## src/rtl/mbox_pkg.sv

```systemverilog
// Package: shared register selects and configuration bit positions for the
// mailbox. Assumes a 32-bit register file behind a 2-bit address.
package mbox_pkg;
    localparam int REG_W = 32;
    localparam int N_CAUSE = 3;
    localparam int N_ERR = 3;

    typedef enum logic [1:0] {
        SEL_DATA   = 2'd0,
        SEL_STATUS = 2'd1,
        SEL_CFG    = 2'd2,
        SEL_RSVD   = 2'd3
    } reg_sel_e;

    localparam int CFG_CLR_BIT  = 3;
    localparam int CFG_PEND_LSB = 4;
    localparam int CFG_ERR_LSB  = 8;
    localparam int ST_FULL_BIT  = 31;
    localparam int ST_EMPTY_BIT = 30;

    // error vector index: 0 non-owner read, 1 overflow, 2 underflow
    localparam int ERR_NOWN = 0;
    localparam int ERR_OVF  = 1;
    localparam int ERR_UND  = 2;
endpackage

```

## src/rtl/mbox_queue.sv

```systemverilog
// Module: circular word queue with occupancy count.
// Assumes the caller only asserts push when not full and pop when not
// empty; the guards here are a second line of defence. Flush has priority
// over push and pop and returns the queue to its reset state.
module mbox_queue #(
    parameter int W     = 32,
    parameter int DEPTH = 8
) (
    input  logic                           clk,
    input  logic                           rst_n,
    input  logic                           push,
    input  logic                           pop,
    input  logic                           flush,
    input  logic [W-1:0]                   wdata,
    output logic [W-1:0]                   head,
    output logic [$clog2(DEPTH+1)-1:0]     count,
    output logic                           full,
    output logic                           empty
);
    localparam int PTR_W = (DEPTH > 1) ? $clog2(DEPTH) : 1;
    localparam int CNT_W = $clog2(DEPTH + 1);
    localparam logic [PTR_W-1:0] LAST = PTR_W'(DEPTH - 1);
    localparam logic [CNT_W-1:0] CAP  = CNT_W'(DEPTH);

    logic [W-1:0]     mem [DEPTH];
    logic [PTR_W-1:0] wr_ptr, rd_ptr;
    logic             do_push, do_pop;

    // qualify requests against the current occupancy and flush
    always_comb begin
        do_push = push && !full && !flush;
        do_pop  = pop && !empty && !flush;
    end

    assign full  = (count == CAP);
    assign empty = (count == '0);
    assign head  = mem[rd_ptr];

    // storage write, no reset needed on the data array
    always_ff @(posedge clk) begin
        if (do_push) mem[wr_ptr] <= wdata;
    end

    // pointer and occupancy update
    always_ff @(posedge clk) begin
        if (!rst_n || flush) begin
            wr_ptr <= '0;
            rd_ptr <= '0;
            count  <= '0;
        end else begin
            if (do_push) wr_ptr <= (wr_ptr == LAST) ? '0 : wr_ptr + 1'b1;
            if (do_pop)  rd_ptr <= (rd_ptr == LAST) ? '0 : rd_ptr + 1'b1;
            case ({do_push, do_pop})
                2'b10:   count <= count + 1'b1;
                2'b01:   count <= count - 1'b1;
                default: count <= count;
            endcase
        end
    end
endmodule

```

## src/rtl/mbox_ctrl.sv

```systemverilog
// Module: access decode, configuration register, sticky errors and
// interrupt generation. Assumes single-cycle strobes on both channels and
// queue full/empty flags that reflect the state before the current edge.
module mbox_ctrl
    import mbox_pkg::*;
#(
    parameter int                AGENT_W  = 2,
    parameter logic [AGENT_W-1:0] OWNER_ID = 1
) (
    input  logic               clk,
    input  logic               rst_n,
    input  logic               wr_en,
    input  logic [1:0]         wr_addr,
    input  logic [3:0]         wr_ctl,
    input  logic               rd_en,
    input  logic [1:0]         rd_addr,
    input  logic [AGENT_W-1:0] rd_agent,
    input  logic               q_full,
    input  logic               q_empty,
    input  logic               opp_empty,
    output logic               push,
    output logic               pop,
    output logic               flush,
    output logic [REG_W-1:0]   cfg_word,
    output logic               irq
);
    logic               data_wr, data_rd, cfg_wr, is_owner;
    logic [N_CAUSE-1:0] en_q, pend, hit;
    logic               clr_q;
    logic [N_ERR-1:0]   err_q, err_evt;

    // decode accesses from the two channels
    always_comb begin
        data_wr  = wr_en && (wr_addr == SEL_DATA);
        cfg_wr   = wr_en && (wr_addr == SEL_CFG);
        data_rd  = rd_en && (rd_addr == SEL_DATA);
        is_owner = (rd_agent == OWNER_ID);
    end

    // queue control and error events
    always_comb begin
        push              = data_wr && !q_full && !clr_q;
        pop               = data_rd && is_owner && !q_empty;
        flush             = clr_q || (cfg_wr && wr_ctl[CFG_CLR_BIT]);
        err_evt           = '0;
        err_evt[ERR_NOWN] = data_rd && !is_owner;
        err_evt[ERR_OVF]  = data_wr && q_full && !clr_q;
        err_evt[ERR_UND]  = data_rd && is_owner && q_empty;
    end

    // enables and clear control, written as one register
    always_ff @(posedge clk) begin
        if (!rst_n) begin
            en_q  <= '0;
            clr_q <= 1'b0;
        end else if (cfg_wr) begin
            en_q  <= wr_ctl[N_CAUSE-1:0];
            clr_q <= wr_ctl[CFG_CLR_BIT];
        end
    end

    // sticky error flags, cleared by a configuration write
    always_ff @(posedge clk) begin
        if (!rst_n)      err_q <= '0;
        else if (cfg_wr) err_q <= err_evt;
        else             err_q <= err_q | err_evt;
    end

    // pending causes: has data, has space, opposite empty
    assign pend = {opp_empty, !q_full, !q_empty};

    // one gate per cause, then reduce
    for (genvar c = 0; c < N_CAUSE; c++) begin : g_cause
        assign hit[c] = pend[c] && en_q[c];
    end
    assign irq = |hit;

    // assemble the readable configuration word
    always_comb begin
        cfg_word                               = '0;
        cfg_word[N_CAUSE-1:0]                  = en_q;
        cfg_word[CFG_CLR_BIT]                  = clr_q;
        cfg_word[CFG_PEND_LSB +: N_CAUSE]      = pend;
        cfg_word[CFG_ERR_LSB +: N_ERR]         = err_q;
    end
endmodule

```

## src/rtl/mbox_top.sv

```systemverilog
// Module: one-way mailbox top. Joins the queue and the controller and
// multiplexes read data. Assumes the reader samples rd_data in the same
// cycle as rd_en; reads of status and configuration have no side effect.
module mbox_top
    import mbox_pkg::*;
#(
    parameter int                 DEPTH    = 8,
    parameter int                 AGENT_W  = 2,
    parameter logic [AGENT_W-1:0] OWNER_ID = 1
) (
    input  logic               clk,
    input  logic               rst_n,
    input  logic               wr_en,
    input  logic [1:0]         wr_addr,
    input  logic [REG_W-1:0]   wr_data,
    input  logic               rd_en,
    input  logic [1:0]         rd_addr,
    input  logic [AGENT_W-1:0] rd_agent,
    output logic [REG_W-1:0]   rd_data,
    input  logic               opp_empty,
    output logic               irq
);
    localparam int CNT_W = $clog2(DEPTH + 1);

    logic              push, pop, flush, q_full, q_empty;
    logic [REG_W-1:0]  head, cfg_word;
    logic [CNT_W-1:0]  q_count;

    mbox_queue #(.W(REG_W), .DEPTH(DEPTH)) u_queue (
        .clk   (clk),
        .rst_n (rst_n),
        .push  (push),
        .pop   (pop),
        .flush (flush),
        .wdata (wr_data),
        .head  (head),
        .count (q_count),
        .full  (q_full),
        .empty (q_empty)
    );

    mbox_ctrl #(.AGENT_W(AGENT_W), .OWNER_ID(OWNER_ID)) u_ctrl (
        .clk       (clk),
        .rst_n     (rst_n),
        .wr_en     (wr_en),
        .wr_addr   (wr_addr),
        .wr_ctl    (wr_data[3:0]),
        .rd_en     (rd_en),
        .rd_addr   (rd_addr),
        .rd_agent  (rd_agent),
        .q_full    (q_full),
        .q_empty   (q_empty),
        .opp_empty (opp_empty),
        .push      (push),
        .pop       (pop),
        .flush     (flush),
        .cfg_word  (cfg_word),
        .irq       (irq)
    );

    // read data mux; data only when a word is actually removed
    always_comb begin
        rd_data = '0;
        if (rd_en) begin
            case (rd_addr)
                SEL_DATA:   rd_data = pop ? head : '0;
                SEL_STATUS: begin
                    rd_data[ST_FULL_BIT]  = q_full;
                    rd_data[ST_EMPTY_BIT] = q_empty;
                end
                SEL_CFG:    rd_data = cfg_word;
                default:    rd_data = '0;
            endcase
        end
    end
endmodule

```

## config.mk

```make
export PLATFORM = sky130hd
export DESIGN_NAME = mbox_top
export DESIGN_NICKNAME = d
export VERILOG_FILES = /design/src/rtl/mbox_pkg.sv /design/src/rtl/mbox_queue.sv /design/src/rtl/mbox_ctrl.sv /design/src/rtl/mbox_top.sv
export SDC_FILE = /design/constraint.sdc
export NUM_CORES = 1
export LEC_CHECK = 0
export BUFFER_PORTS_ARGS = -buffer_cell sky130_fd_sc_hd__buf_4
export CORE_MARGIN = 4
export CORE_UTILIZATION = 55
export DETAILED_ROUTE_END_ITERATION = 8
export PLACE_DENSITY = 0.76
export SKIP_CTS_REPAIR_TIMING = 1
export SYNTH_ARGS = -nofsm -noshare
export SYNTH_HDL_FRONTEND = slang
export SYNTH_HIERARCHICAL = 1
export SYNTH_SLANG_ARGS = --single-unit
```

## constraint.sdc

```tcl
create_clock -name clk -period 10.3 [get_ports clk]
set_input_delay 2.575 -clock clk [delete_from_list [all_inputs] [get_ports clk]]
set_output_delay 2.575 -clock clk [all_outputs]
set_load 0.01 [all_outputs]
```

Yosys cells after proc, flatten, opt, wreduce, memory -nomap -nowiden
Memories as Yosys holds them, arrays and structs flattened. A register that Yosys moved wholly into a read port is not among the register bits.
Cells that the tools add are included.
Widths: inputs -> output; s select.
{ "op_classes": {"order_cmp": 0, "bitwise_logic": 1, "mux": 12, "shift": 0, "n_div": 0, "eq_ne": 9, "n_mul": 0, "n_reduce_logical": 32, "add_sub_neg": 4} }
{ "ops": {"columns": ["op", "n"], "rows": [
  ["$mux 32", 2],
  ["$pmux 30 s2", 1],
  ["$logic_and 1x1->1", 19],
  ["$mux 3", 5],
  ["$pmux 4 s2", 1],
  ["$add 3x1->3 const B", 2],
  ["$eq 2x1->1 const B", 3],
  ["$eq 2x2->1 const B", 3],
  ["$eq 3x3->1 const B", 2],
  ["$logic_not 1->1", 6],
  ["$add 4x1->4 const B", 1],
  ["$eq 4x4->1 const B", 1],
  ["$logic_not 2->1", 2],
  ["$logic_not 4->1", 1],
  ["$pmux 2 s2", 1],
  ["$sub 4x1->4 const B", 1],
  ["$or 3x3->3", 1],
  ["$reduce_or 3->1", 1],
  ["$logic_or 1x1->1", 2],
  ["$mux 1", 2],
  ["$reduce_bool 2->1", 1]
]} }
{ "word_totals": {"mem_bits_ro": 0, "register_bits": 17, "output_inout_bits": 33, "ramBits": 256, "in_bits": 43, "n_memories": 1, "latchBits": 0} }
{ "mem_list": {"columns": ["memory", "depth", "word_bits", "rd", "rd_clocked_by_memory_dff", "write_ports", "line_no", "text"], "rows": [
  ["u_queue.mem", 8, 32, 1, 1, 1, "mbox_queue.sv:25", "logic [W-1:0] mem [DEPTH];"]
]} }

Depth between registers and ports, before layout
{ "logic_depth": {"ltp_word": 8, "ltp_mapped": 12, "ltp_nobuf": 11} }

Hierarchy
Netlist, hierarchy kept.
{ "modules_own_cells": {"columns": ["mod", "cells_per_inst", "area_per_inst_um2", "instances", "seq_area_each_um2"], "rows": [
  ["mbox_queue", 451, 10264.8, 1, 7947.6],
  ["mbox_top", 119, 918.4, 1, 0.0],
  ["mbox_ctrl", 66, 555.5, 1, 140.1]
]} }

Worst setup path after synthesis
OpenSTA, ideal clock, no wires.
{ "synth_path": {"kind": "input-to-reg", "startpoint": "input port wr_en", "endpoint": "memory u_queue.mem[0][0] (enable)", "arrival_ns": 6.674, "path_stages": 6, "path_slack_ns": 3.124, "required_time_ns": 9.799, "cell_sequence": "and3b_1 > buf_6 > a21o_1 > or3b_1 > buf_2 > nor4_1"} }
{ "synth_via": {"elab_chain_len": 7, "word_cells_on_any_way": 11, "cone_classes": "2 x mux; 9 x reduce/logical"} }
{ "synth_rtl": {"columns": ["element", "line_no", "text"], "rows": [
  ["start, declared", "mbox_top.sv:13", "input logic wr_en,"],
  ["$logic_and 1x1->1", "mbox_ctrl.sv:35", "cfg_wr = wr_en && (wr_addr == SEL_CFG);"],
  ["$logic_and 1x1->1", "mbox_ctrl.sv:44", "flush = clr_q || (cfg_wr && wr_ctl[CFG_CLR_BIT]);"],
  ["$logic_or 1x1->1", "mbox_ctrl.sv:44", null],
  ["via flush", "mbox_top.sv:25", "logic push, pop, flush, q_full, q_empty;"],
  ["$logic_not 1->1", "mbox_queue.sv:31", "do_push = push && !full && !flush;"],
  ["$logic_and 1x1->1", "mbox_queue.sv:31", null],
  ["$mux 1", "mbox_queue.sv:41", "if (do_push) mem[wr_ptr] <= wdata;"],
  ["$mux 1 (implied by the code)", "mbox_queue.sv:41", null],
  ["end, declared", "mbox_queue.sv:25", null]
]} }
The timed path passes the listed nets, and every way through them passes these cells.

Final worst setup path
{ "layout_path": {"startpoint": "input port rd_addr[0]", "endpoint": "output port rd_data[17]"} }
{ "layout_via": {"elab_chain_len": 7, "word_cells_on_any_way": 8, "cone_classes": "1 x eq/ne; 3 x mux; 4 x reduce/logical"} }
{ "layout_rtl": {"columns": ["element", "line_no", "text"], "rows": [
  ["start, declared", "mbox_top.sv:17", "input logic [1:0] rd_addr,"],
  ["$logic_not 2->1", "mbox_ctrl.sv:36", "data_rd = rd_en && (rd_addr == SEL_DATA);"],
  ["$logic_and 1x1->1", "mbox_ctrl.sv:36", null],
  ["$logic_and 1x1->1 (2 in series)", "mbox_ctrl.sv:43", "pop = data_rd && is_owner && !q_empty;"],
  ["via pop", "mbox_top.sv:25", null],
  ["$mux 32", "mbox_top.sv:66", "SEL_DATA: rd_data = pop ? head : '0;"],
  ["$pmux 30 s2", "mbox_top.sv:65", "case (rd_addr)"],
  ["$mux 32", "mbox_top.sv:64", "if (rd_en) begin"],
  ["end, declared", "mbox_top.sv:19", "output logic [REG_W-1:0] rd_data,"]
]} }
The timed path passes the listed nets, and every way through them passes these cells.

==> impl_metrics.env <==
export IMPL_synth_largest_area_cell="edfxtp_1"
export IMPL_die_h_um=154.1
export IMPL_maxCapViolCount=0
export IMPL_endpoint_kind="output pin"
export IMPL_antenna_found_initial=0
export IMPL_hpwl_mm=12.85
export IMPL_cts_root_buf="clkbuf_16"
export IMPL_coreArea_um2=21020
export IMPL_critPathLaunch="rd_addr[0]"
export IMPL_setup_worst_path_class="primary input to output pin"
export IMPL_postSynthAreaPerCell_um2=18.46
export IMPL_crit_path_max_incr_delay_ps=450
export IMPL_cellPowerDensity_nw_per_um2=165.2
export IMPL_relSlewSlack_pct=23.21
export IMPL_worstHoldEndpoint="u_ctrl/err_q[0]"
export IMPL_portBuffers=75
export IMPL_cp_slowest_cell="buf_4"
export IMPL_final_nets=760
export IMPL_gp_congestion=0.7469
export IMPL_synthCells=636
export IMPL_cp_required_ps=7730
export IMPL_crit_arrival_ps=4390
export IMPL_ir_drop_mv=0.1273
export IMPL_totalNegativeSetupSlack_ps=0
export IMPL_routed_via_density=5.994
export IMPL_path_buf_inv=3
export IMPL_skew_ps=23.74
export IMPL_dr_pass1_iters=5
export IMPL_cts_sinks=276
export IMPL_synthTopCellsByArea="edfxtp_1 (65%), mux4_2 (12%), dfxtp_1 (3.4%)"
export IMPL_routed_wl_mm=23.28
export IMPL_rows=53
export IMPL_synth_edf_count=256
export IMPL_vias=6018
export IMPL_cts_buffers=28
export IMPL_htreeDepth=1
export IMPL_num_io_pins=76
export IMPL_diodes=0
export IMPL_grt_max_degree=69
export IMPL_post_route_min_period_ps=6965
export IMPL_hold_start="u_ctrl/err_q[0]"
export IMPL_grt_overflow_total=0
export IMPL_critPathLaunchType="primary input"
export IMPL_hold_depth=2
export IMPL_cts_clk_slew_worst_paths_ps=60
export IMPL_hold_path_class="flip-flop to flip-flop"
export IMPL_synthTopCellsByCount="edfxtp_1 (256), mux4_2 (64), a21oi_1 (38)"
export IMPL_rsz0062_at_grt="false"
export IMPL_critPathMaxFanout=61
export IMPL_setup_viol=0
export IMPL_die_w_um=154.1
export IMPL_cts_tree="yes"
export IMPL_grt_pass1_wl_mm=35.81
export IMPL_hold_slack_ps=475.5
export IMPL_clock_fmax_ghz=0.1436
export IMPL_synth_cell_types=41
export IMPL_detail_route_wl_per_cell_um=23.19
export IMPL_ys_flop_type="edfxtp_1"
export IMPL_rr_startpoint="u_queue/count[1]"
export IMPL_worst_pin_slew_ps=1151
export IMPL_status="completed"
export IMPL_synthArstFlopShare_pct=0
export IMPL_clk_path_buf_depth=3
export IMPL_layout_drive_gt1_share_pct=32.92
export IMPL_start_util_pct=55.84
export IMPL_yosys_warnings=6
export IMPL_p_leak_nw=4.295
export IMPL_path_cells="buf_4 > nand2b_1 > nor4_2 > buf_4 > nand4bb_1 > a21oi_1 > buf_4"
export IMPL_path_delay_family="buffers and inverters"
export IMPL_report_final_slew_viol_count=0
export IMPL_syn_cell_area_um2=11740
export IMPL_area_growth_pct=13.21
export IMPL_reg2reg_to="u_queue/count[3]"
export IMPL_r2r_slack_ps=6870
export IMPL_synth_most_common_cell="edfxtp_1"
export IMPL_worstRegToRegCells=9
export IMPL_synth_top_cell_area_share_pct=65.49
export IMPL_drcViolationCount=0
export IMPL_fin_crit_sh_pct=67.63
export IMPL_track_usage_pct=19.73
export IMPL_seq_area_frac_synth_pct=68.90
export IMPL_insertion_delay_ps=540
export IMPL_fillers=1455
export IMPL_ant_nets=0
export IMPL_crit_top_cell="buf_4"
export IMPL_grt_pass1_vias=6100
export IMPL_die_area_um2=23750
export IMPL_hold_violations=0
export IMPL_drt_iter0_markers=434
export IMPL_synth_ff_latch_count=276
[cell families (layout without fill, tap and decap cells)]
kind of cell	Yosys count	after routing	share of synthesized area, %
AND/OR/NAND/NOR	123	123	7.845
flip-flops	276	276	68.90
multiplexers	103	103	15.95
other	1	22	0.03195
AO/OA/AOI/OAI	51	51	2.611
XOR/XNOR	3	3	0.2239
adder cells (fa/ha/maj)	7	7	0.7461
buffers and inverters	72	144	3.699
[flip-flops by register name (all words and copies together) (netlist names), named ones only]
signal	flops
u_queue/count	4
u_queue/wr_ptr	3
u_ctrl/err_q	3
u_ctrl/en_q	3
u_queue/rd_ptr	3
u_ctrl/clr_q	1
u_queue/mem	256
[metal layers]
metal,up-vias,GRT usage (%),share of wire (%)
met4,0,5.635,2.2
li1,2676,-,-
met1,3140,27.06,42
met5,-,0,0
met2,167,33.09,51
met3,35,3.265,5.2
[metrics by stage]
stage / setup WS [ps] / instance area (µm²) / instances / util (%) / power (mW)
2_1_floorplan: 3124 / 11820 / 657 / - / 1.301
3_3_place_gp: 3388 / 12480 / 955 / 59.36 / 1.328
3_5_place_dp: 3302 / 12480 / 955 / 59.36 / 1.331
4_1_cts: 3294 / 13290 / 1004 / 63.22 / 2.221
5_1_grt: 3143 / 13290 / 1004 / 63.22 / 2.278
6_report: 3335 / 13290 / 1004 / 63.22 / 2.195
[worst register-to-register path, cell delays in order (launching register included)]
cell and delay (ps):
dfxtp_1 390, nor4b_1 620, buf_4 260, nor4_1 70
or3b_1 420, ha_1 340, or3b_2 480, a2111oi_0 510
o21ai_0 150, o31ai_1 90
[power breakdown]
group / total [mW] / switching (mW) / internal (mW)
sequential: 1.23 / 0.00294 / 1.23
combinational: 0.0746 / 0.0421 / 0.0326
clock: 0.888 / 0.389 / 0.499
[final cells by class]
type	instances	area (µm²)	area share (%)
clock buffers	35	726.9	5.470
inverters	6	22.52	0.1695
flip-flops and latches	276	8093	60.90
well taps	275	344.1	2.589
repair buffers	89	668.1	5.028
clock inverters	14	83.83	0.6308
multi-input cells	309	3351	25.21
[cells in the final DEF, fill, tap and decap left out, types with 4 or more instances in the layout]
cell	count
edfxtp_1	256
buf_4	89
mux4_2	64
a21oi_1	38
mux2_2	32
nand3b_1	31
clkbuf_16	28
nand4bb_1	27
conb_1	22
dfxtp_1	18
nand2_1	17
nand2b_1	10
nor2_1	9
clkbuf_1	7
mux2i_1	7
ha_1	7
inv_1	6
clkinv_1	5
clkinv_2	5
nor3_2	4
[worst max path at each step]
stage	end	slack, ps	depth (start not counted)
CTS	rd_data[17]	3290	7
finish	rd_data[17]	3330	7
global route	rd_data[13]	3140	7
detailed placement	rd_data[17]	3300	7
global placement	rd_data[13]	3390	7
floorplan	u_queue/mem[0][0]	3120	6
Note: power is estimated with default switching activity, not from simulation.
